**config.mk**
```make
export PLATFORM = sky130hd
export DESIGN_NAME = trace_pin_compressor
export DESIGN_NICKNAME = d
export VERILOG_FILES = /design/src/rtl/tpc_pkg.sv /design/src/rtl/tpc_ctrl.sv /design/src/rtl/tpc_fold.sv /design/src/rtl/tpc_shape.sv /design/src/rtl/tpc_outreg.sv /design/src/rtl/trace_pin_compressor.sv
export SDC_FILE = /design/constraint.sdc
export NUM_CORES = 1
export LEC_CHECK = 0
export BUFFER_PORTS_ARGS = -buffer_cell sky130_fd_sc_hd__buf_2
export CAP_MARGIN = 25
export CORE_ASPECT_RATIO = 0.6
export CORE_MARGIN = 2
export CORE_UTILIZATION = 40
export CTS_BUF_LIST = sky130_fd_sc_hd__clkbuf_8
export DETAILED_ROUTE_END_ITERATION = 10
export PLACE_DENSITY = 0.78
export SLEW_MARGIN = 20
export SYNTH_ARGS = -nofsm -noshare
export SYNTH_HDL_FRONTEND = slang
export SYNTH_SLANG_ARGS = --single-unit
```
**constraint.sdc**
```tcl
create_clock -name clk -period 3 [get_ports clk]
set_input_delay 0.15 -clock clk [delete_from_list [all_inputs] [get_ports clk]]
set_output_delay 0.15 -clock clk [all_outputs]
set_load 0.02 [all_outputs]
```
**src/rtl/tpc_pkg.sv**
```systemverilog
`timescale 1ns/1ps
package tpc_pkg;
  localparam int CMD_W = 7;
  localparam int IDX_W = 6;
  localparam int SEQ_LEN = 8;
  localparam int SEQ_CNT_W = $clog2(SEQ_LEN);
  localparam logic [SEQ_LEN-1:0] TRAIN_SEQ = 8'b1011_0010;

  typedef struct packed {
    logic             en;
    logic [IDX_W-1:0] idx;
  } tpc_cmd_t;
endpackage

```
**src/rtl/tpc_ctrl.sv**
```systemverilog
`timescale 1ns/1ps
// Command register and training bit sequencer. Outputs next-state values so
// a command takes effect on the pins at the same edge that samples it.
module tpc_ctrl
  import tpc_pkg::*;
(
  input  logic                 clk,
  input  logic                 rst,
  input  logic                 cfg_we,
  input  logic [CMD_W-1:0]     cfg_wdata,
  output logic                 train_d,
  output logic [IDX_W-1:0]     idx_d,
  output logic                 bit_d
);
  tpc_cmd_t               cmd;
  logic                   train_q;
  logic [IDX_W-1:0]       idx_q;
  logic [SEQ_CNT_W-1:0]   cnt_q;
  logic [SEQ_CNT_W-1:0]   cnt_d;

  assign cmd = tpc_cmd_t'(cfg_wdata);

  always_comb begin
    train_d = train_q;
    idx_d   = idx_q;
    cnt_d   = cnt_q;
    if (cfg_we) begin
      train_d = cmd.en;
      idx_d   = cmd.idx;
      cnt_d   = '0;
    end else if (train_q) begin
      cnt_d = cnt_q + 1'b1;
    end
    // MSB of the sequence goes out first.
    bit_d = TRAIN_SEQ[~cnt_d];
  end

  always_ff @(posedge clk) begin
    if (rst) begin
      train_q <= 1'b0;
      idx_q   <= '0;
      cnt_q   <= '0;
    end else begin
      train_q <= train_d;
      idx_q   <= idx_d;
      cnt_q   <= cnt_d;
    end
  end
endmodule

```
**src/rtl/tpc_fold.sv**
```systemverilog
`timescale 1ns/1ps
// Selects the traced address bits and splits them into high- and low-phase words.
module tpc_fold #(
  parameter int STATIC_HI = 12,
  parameter bit COMPRESS  = 1'b1,
  localparam int TRACE_W  = 30 - STATIC_HI,
  localparam int OUT_W    = COMPRESS ? (TRACE_W + 1) / 2 : TRACE_W
) (
  input  logic [TRACE_W-1:0] trace,
  output logic [OUT_W-1:0]   hi_word,
  output logic [OUT_W-1:0]   lo_word
);
  assign hi_word = trace[OUT_W-1:0];

  generate
    if (COMPRESS) begin : g_fold
      for (genvar i = 0; i < OUT_W; i++) begin : g_lo
        if (OUT_W + i < TRACE_W) begin : g_bit
          assign lo_word[i] = trace[OUT_W + i];
        end else begin : g_pad
          assign lo_word[i] = 1'b0;
        end
      end
    end else begin : g_flat
      assign lo_word = '0;
    end
  endgenerate
endmodule

```
**src/rtl/tpc_shape.sv**
```systemverilog
`timescale 1ns/1ps
// Chooses between trace data and the training overlay for every pin.
module tpc_shape
  import tpc_pkg::*;
#(
  parameter int OUT_W = 9
) (
  input  logic               train,
  input  logic [IDX_W-1:0]   idx,
  input  logic               seq_bit,
  input  logic [OUT_W-1:0]   hi_word,
  input  logic [OUT_W-1:0]   lo_word,
  input  logic               ex_valid,
  output logic [OUT_W-1:0]   hi_d,
  output logic [OUT_W-1:0]   lo_d,
  output logic               valid_d
);
  generate
    for (genvar i = 0; i < OUT_W; i++) begin : g_pin
      logic sel;
      assign sel     = (idx == IDX_W'(i));
      assign hi_d[i] = train ? (sel & seq_bit) : hi_word[i];
      assign lo_d[i] = train ? (sel & seq_bit) : lo_word[i];
    end
  endgenerate

  assign valid_d = train ? ((idx == IDX_W'(OUT_W)) & seq_bit) : ex_valid;
endmodule

```
**src/rtl/tpc_outreg.sv**
```systemverilog
`timescale 1ns/1ps
// Pin registers; in compressed mode the clock level picks the phase word.
module tpc_outreg #(
  parameter int OUT_W    = 9,
  parameter bit COMPRESS = 1'b1
) (
  input  logic             clk,
  input  logic             rst,
  input  logic [OUT_W-1:0] hi_d,
  input  logic [OUT_W-1:0] lo_d,
  input  logic             valid_d,
  output logic [OUT_W-1:0] hi_q,
  output logic [OUT_W-1:0] lo_q,
  output logic [OUT_W-1:0] pin_data,
  output logic             pin_valid
);
  always_ff @(posedge clk) begin
    if (rst) begin
      hi_q      <= '0;
      pin_valid <= 1'b0;
    end else begin
      hi_q      <= hi_d;
      pin_valid <= valid_d;
    end
  end

  generate
    if (COMPRESS) begin : g_dual
      always_ff @(posedge clk) begin
        if (rst) lo_q <= '0;
        else     lo_q <= lo_d;
      end
      assign pin_data = clk ? hi_q : lo_q;
    end else begin : g_single
      logic unused_lo_d;
      assign unused_lo_d = ^lo_d;
      assign lo_q        = '0;
      assign pin_data    = hi_q;
    end
  endgenerate
endmodule

```
**src/rtl/trace_pin_compressor.sv**
```systemverilog
`timescale 1ns/1ps
module trace_pin_compressor
  import tpc_pkg::*;
#(
  parameter int STATIC_HI = 12,
  parameter bit COMPRESS  = 1'b1,
  localparam int TRACE_W  = 30 - STATIC_HI,
  localparam int OUT_W    = COMPRESS ? (TRACE_W + 1) / 2 : TRACE_W
) (
  input  logic              clk,
  input  logic              rst,
  input  logic [31:0]       ex_pc,
  input  logic              ex_valid,
  input  logic              cfg_we,
  input  logic [CMD_W-1:0]  cfg_wdata,
  output logic [OUT_W-1:0]  pin_data,
  output logic              pin_valid,
  output logic              pin_clk
);
  localparam logic [31:0] KEEP_MASK = ((32'h1 << TRACE_W) - 32'h1) << 2;

  logic [TRACE_W-1:0] trace;
  logic               unused_pc_bits;
  logic               train_d;
  logic [IDX_W-1:0]   idx_d;
  logic               bit_d;
  logic [OUT_W-1:0]   hi_word, lo_word, hi_d, lo_d, hi_q, lo_q;
  logic               valid_d;

  assign trace          = ex_pc[TRACE_W+1:2];
  assign unused_pc_bits = ^(ex_pc & ~KEEP_MASK);
  assign pin_clk        = clk;

  tpc_ctrl u_ctrl (
    .clk       (clk),
    .rst       (rst),
    .cfg_we    (cfg_we),
    .cfg_wdata (cfg_wdata),
    .train_d   (train_d),
    .idx_d     (idx_d),
    .bit_d     (bit_d)
  );

  tpc_fold #(.STATIC_HI(STATIC_HI), .COMPRESS(COMPRESS)) u_fold (
    .trace   (trace),
    .hi_word (hi_word),
    .lo_word (lo_word)
  );

  tpc_shape #(.OUT_W(OUT_W)) u_shape (
    .train    (train_d),
    .idx      (idx_d),
    .seq_bit  (bit_d),
    .hi_word  (hi_word),
    .lo_word  (lo_word),
    .ex_valid (ex_valid),
    .hi_d     (hi_d),
    .lo_d     (lo_d),
    .valid_d  (valid_d)
  );

  tpc_outreg #(.OUT_W(OUT_W), .COMPRESS(COMPRESS)) u_out (
    .clk       (clk),
    .rst       (rst),
    .hi_d      (hi_d),
    .lo_d      (lo_d),
    .valid_d   (valid_d),
    .hi_q      (hi_q),
    .lo_q      (lo_q),
    .pin_data  (pin_data),
    .pin_valid (pin_valid)
  );
endmodule

```
## After elaboration in Yosys (flattened, before gate mapping)

Memory sizes are Yosys's and may differ from the RTL's.
Cells that the tools add are included.

- Bits in registers: 29
- Memory bits (read-only): 8
- Word-level logic and storage cells: 55
- Memories: 1

- $add $sub $neg: 1
- Magnitude comparators: 1
- Eq/ne operators: 9
- Mux-type cells: 25
- Bitwise gates (word level): 11
- Reductions and logical operators: 1

Memory list:

| name | depth | width | rd ports | clocked after Yosys merged registers in | write ports | RTL line | RTL |
|---|---|---|---|---|---|---|---|
| (name not given) | 8 | 1 | 1 | 0 | 0 | tpc_ctrl.sv:35 | `bit_d = TRAIN_SEQ[~cnt_d];` |

Operators by type and width:

| cell | number |
|---|---|
| == test 6 x 3 -> 1 bit (second input constant) | 4 |
| two-way mux 1 bit | 21 |
| == test 6 x 2 -> 1 bit (second input constant) | 2 |
| == test 6 x 4 -> 1 bit (second input constant) | 2 |
| bitwise AND 1 bit | 10 |
| two-way mux 9 bit | 1 |
| == test 6 x 1 -> 1 bit (second input constant) | 1 |
| logical NOT 6 bit | 1 |
| two-way mux 3 bit | 2 |
| two-way mux 6 bit | 1 |
| less-than comparator 3 x 4 -> 1 bit (second input constant) | 1 |
| adder 3 x 1 -> 3 bit (second input constant) | 1 |
| NOT 3 bit | 1 |

## Depth between registers and ports, before layout

- Depth in word-level cells: 8
- Mapped depth: 7
- Mapped depth without buffers: 5

## Modules after synthesis

Synthesis repeated with hierarchy kept, for this count alone.

- Cell total of the unflattened synthesis: 171
- Area, all modules: 1666.6 sq um

By module, submodules not included:

| module | times used | cells each | area each (sq um) | sequential area each (sq um) |
|---|---|---|---|---|
| tpc_outreg | 1 | 49 | 658.1 | 380.4 |
| tpc_ctrl | 1 | 47 | 493.0 | 200.2 |
| tpc_shape | 1 | 56 | 372.9 | 0.0 |
| tpc_fold | 1 | 18 | 135.1 | 0.0 |
| trace_pin_compressor | 1 | 1 | 7.5 | 0.0 |

==> load_flow_metrics.sql <==
INSERT INTO impl_metrics (metric_group, metric, value, unit) VALUES
('yosys', 'yosys_top_cell_area_share', '0.469', ''),
('layout', 'design.final.nets', '236', ''),
('route', 'met3_length', '215', 'um'),
('worst_setup_path', 'worst-path-max-fanout', '5', ''),
('route', 'post-route-drc-count', '0', ''),
('layout', 'synthToLayoutAreaGrowth', '45.3', '%'),
('hold_path', 'worst_hold_path_type', 'in2reg', ''),
('yosys', 'synthTopCellsByCount', 'sky130_fd_sc_hd__dfxtp_1 (29), sky130_fd_sc_hd__nand2_1 (22), sky130_fd_sc_hd__mux2_2 (12)', ''),
('placed_design', 'detailedPlace.worstSlack', '959', 'ps'),
('route', 'final_antenna_net_count', '0', ''),
('die', 'floorplan.initialDensity', '0.426', ''),
('yosys', 'avgSynthCellArea', '9.53', 'um^2'),
('worst_setup_path', 'worstReg2RegStart', 'u_ctrl.cnt_q[0]$_SDFF_PP0_', ''),
('yosys', 'synthTopCellsByArea', 'sky130_fd_sc_hd__dfxtp_1 (47%), sky130_fd_sc_hd__mux2_2 (11%), sky130_fd_sc_hd__nand2_1 (6.7%)', ''),
('die', 'horizontal_die_dimension', '75.8', 'um'),
('timing', 'finalMaxSlewViolations', '0', ''),
('global_routing', 'grt_max_degree', '20', ''),
('worst_setup_path', 'worst_setup_path_start_kind', 'clock port', ''),
('die', 'dieArea', '3570', 'um^2'),
('run_status', 'outcome', 'complete, no violations', ''),
('yosys', 'yosys_warnings', '0', ''),
('clock_tree', 'path_clk_slew', '60', 'ps'),
('layout', 'num_antenna_cells', '0', ''),
('yosys', 'number_of_flops_mapped_to_enable_cells_by_yosys', '0', ''),
('global_routing', 'grt_pass1_wl', '4620', 'um'),
('yosys', 'xor_and_xnor_area_share_after_synthesis', '0.00707', ''),
('route', 'drt-wirelength-per-cell', '13.0', 'um'),
('timing', 'fin_ws', '652', 'ps'),
('yosys', 'synth.lib_cells_used.distinct', '29', ''),
('timing', 'hold_violations', '0', ''),
('route', 'met2_length', '1450', 'um'),
('yosys', 'syn_area', '1240', 'um^2'),
('global_routing', 'track_usage', '0.184', ''),
('power_and_ir_drop', 'cellPowerDensity', '707', 'nW/um^2'),
('placed_design', 'dpl-instance-area', '1450', 'um^2'),
('hold_path', 'worst_hold_startpoint', 'cfg_wdata[5]', ''),
('placed_design', 'hpwl', '1940', 'um'),
('yosys', 'synth_compound_gate_area_share', '0.145', ''),
('yosys', 'synth_top_family_by_area', 'simple AND/OR/NAND/NOR gates', ''),
('yosys', 'ys_seq_elements', '29', ''),
('timing', 'clock_skew', '4.92', 'ps'),
('yosys', 'post_synth_mux_area_share', '0.158', ''),
('timing', 'headroom_to_the_max_slew_limit', '0.704', ''),
('flow_run', 'cap_violations', '0', ''),
('route', 'dr_total_vias', '1191', ''),
('global_routing', 'number_of_global_route_vias_before_repair', '1122', ''),
('worst_setup_path', 'worst_setup_path_startpoint', 'clk', ''),
('layout', 'layout-drive-gt1-share', '0.351', ''),
('timing', 'final.setup.tns', '0', 'ps'),
('yosys', 'synth_fa_ha_area_frac', '0.0101', ''),
('yosys', 'sequential_area_share_after_synthesis', '0.469', ''),
('placed_design', 'number_of_buffers_added_on_ports', '39', ''),
('timing', 'unrepaired_setup_endpoints_after_global_routing', 'no', ''),
('route', 'detail_route.vias_per_cell', '5.05', ''),
('yosys', 'syn_inst', '130', ''),
('route', 'drt_iter0_drc', '67', ''),
('worst_setup_path', 'regToRegSetupSlack', '1190', 'ps'),
('yosys', 'synth_top_area_cell', 'sky130_fd_sc_hd__dfxtp_1', ''),
('die', 'floorplan.die.height', '47.1', 'um'),
('yosys', 'yosys.area_share.simple', '0.175', ''),
('clock_tree', 'resize_count_post_cts', '0', ''),
('yosys', 'synth_most_common_cell', 'sky130_fd_sc_hd__dfxtp_1', ''),
('die', 'num_rows', '15', ''),
('global_routing', 'number_of_antenna_violations_at_the_first_check_in_global_routing', '0', ''),
('route', 'postRouteWirelength', '3080', 'um'),
('worst_setup_path', 'path_class', 'clk2out', ''),
('power_and_ir_drop', 'total_power', '1.27', 'mW'),
('clock_tree', 'cts_tree', 'done', ''),
('worst_setup_path', 'required', '2850', 'ps'),
('worst_setup_path', 'cp-end-kind', 'primary output', ''),
('yosys', 'top_ff_cell_synth', 'sky130_fd_sc_hd__dfxtp_1', '');
[worst paths after layout]
path,end,cells after the start
hold / removal,u_ctrl.idx_q[5]$_SDFF_PP0_,3
setup / recovery,pin_data[5],4
hold reg to reg,u_ctrl.idx_q[5]$_SDFF_PP0_,2
setup reg to reg,u_out.hi_q[3]$_SDFF_PP0_,5
[cell families (layout without fill, tap and decap cells)]
family / Yosys count / in the layout
and+or+nand+nor: 45 / 45
DFF: 29 / 29
AOI/OAI and AO/OA: 28 / 28
muxes: 18 / 18
buffers and inverters: 8 / 72
adders and majority gates: 1 / 1
xor gates and xnor gates: 1 / 1
[report_power, final]
part	switching (mW)	leakage [nW]	internal, mW
logic	0.0483	0.389	0.0528
registers	0.00864	0.239	0.407
clock network	0.326	0.183	0.429
[metal layers]
layer  vias up  track usage
met3         7        0.101
met5         -            0
li1        579            -
met2        48        0.279
met4         0        0.112
met1       557        0.208
[flip-flops by register name, indices dropped and copies added, names as in the netlist]
| signal | count |
|---|---|
| u_out.pin_valid | 1 |
| u_out.hi_q | 9 |
| u_ctrl.idx_q | 6 |
| u_ctrl.train_q | 1 |
| u_ctrl.cnt_q | 3 |
| u_out.lo_q | 9 |
[critical path: stages]
cell	delay [ps]
sky130_fd_sc_hd__clkbuf_8	120
sky130_fd_sc_hd__clkbuf_8	150
sky130_fd_sc_hd__mux2_2	270
sky130_fd_sc_hd__buf_2	160
[what timing repair did]
item,4_1_cts,5_1_grt
hold endpoints to repair,19,0
setup endpoints to repair,0,0
hold buffers,19,0
[placed cells by master, fill, tap and decap left out, types with 2 or more instances in the layout]
cell type / n
sky130_fd_sc_hd__buf_2: 39
sky130_fd_sc_hd__dfxtp_1: 29
sky130_fd_sc_hd__nand2_1: 22
sky130_fd_sc_hd__dlygate4sd3_1: 19
sky130_fd_sc_hd__mux2_2: 12
sky130_fd_sc_hd__clkbuf_8: 11
sky130_fd_sc_hd__o21ai_1: 9
sky130_fd_sc_hd__nor2_1: 8
sky130_fd_sc_hd__o21ai_0: 8
sky130_fd_sc_hd__mux2i_1: 6
sky130_fd_sc_hd__nand3_1: 5
sky130_fd_sc_hd__nor2b_1: 3
sky130_fd_sc_hd__o31ai_1: 3
sky130_fd_sc_hd__a21boi_0: 2
sky130_fd_sc_hd__nor3b_1: 2
[area by class of cell]
type,count,area [um^2]
Clock buffer,21,201
Sequential cell,29,581
Multi-Input combinational cell,93,613
Fill cell,230,1110
Timing Repair Buffer,49,343
Clock inverter,2,8.76
Tap cell,42,52.6
[per-stage QoR]
stage               instances   util  hold slack (ps)
finish                    236  0.618             15.5
global route              236  0.618             55.7
CTS                       236  0.618             14.7
detailed placement        204  0.498              284
global placement          204  0.498              284
floorplan                 130      -              258
No activity file was read; power rests on OpenSTA's default activity.
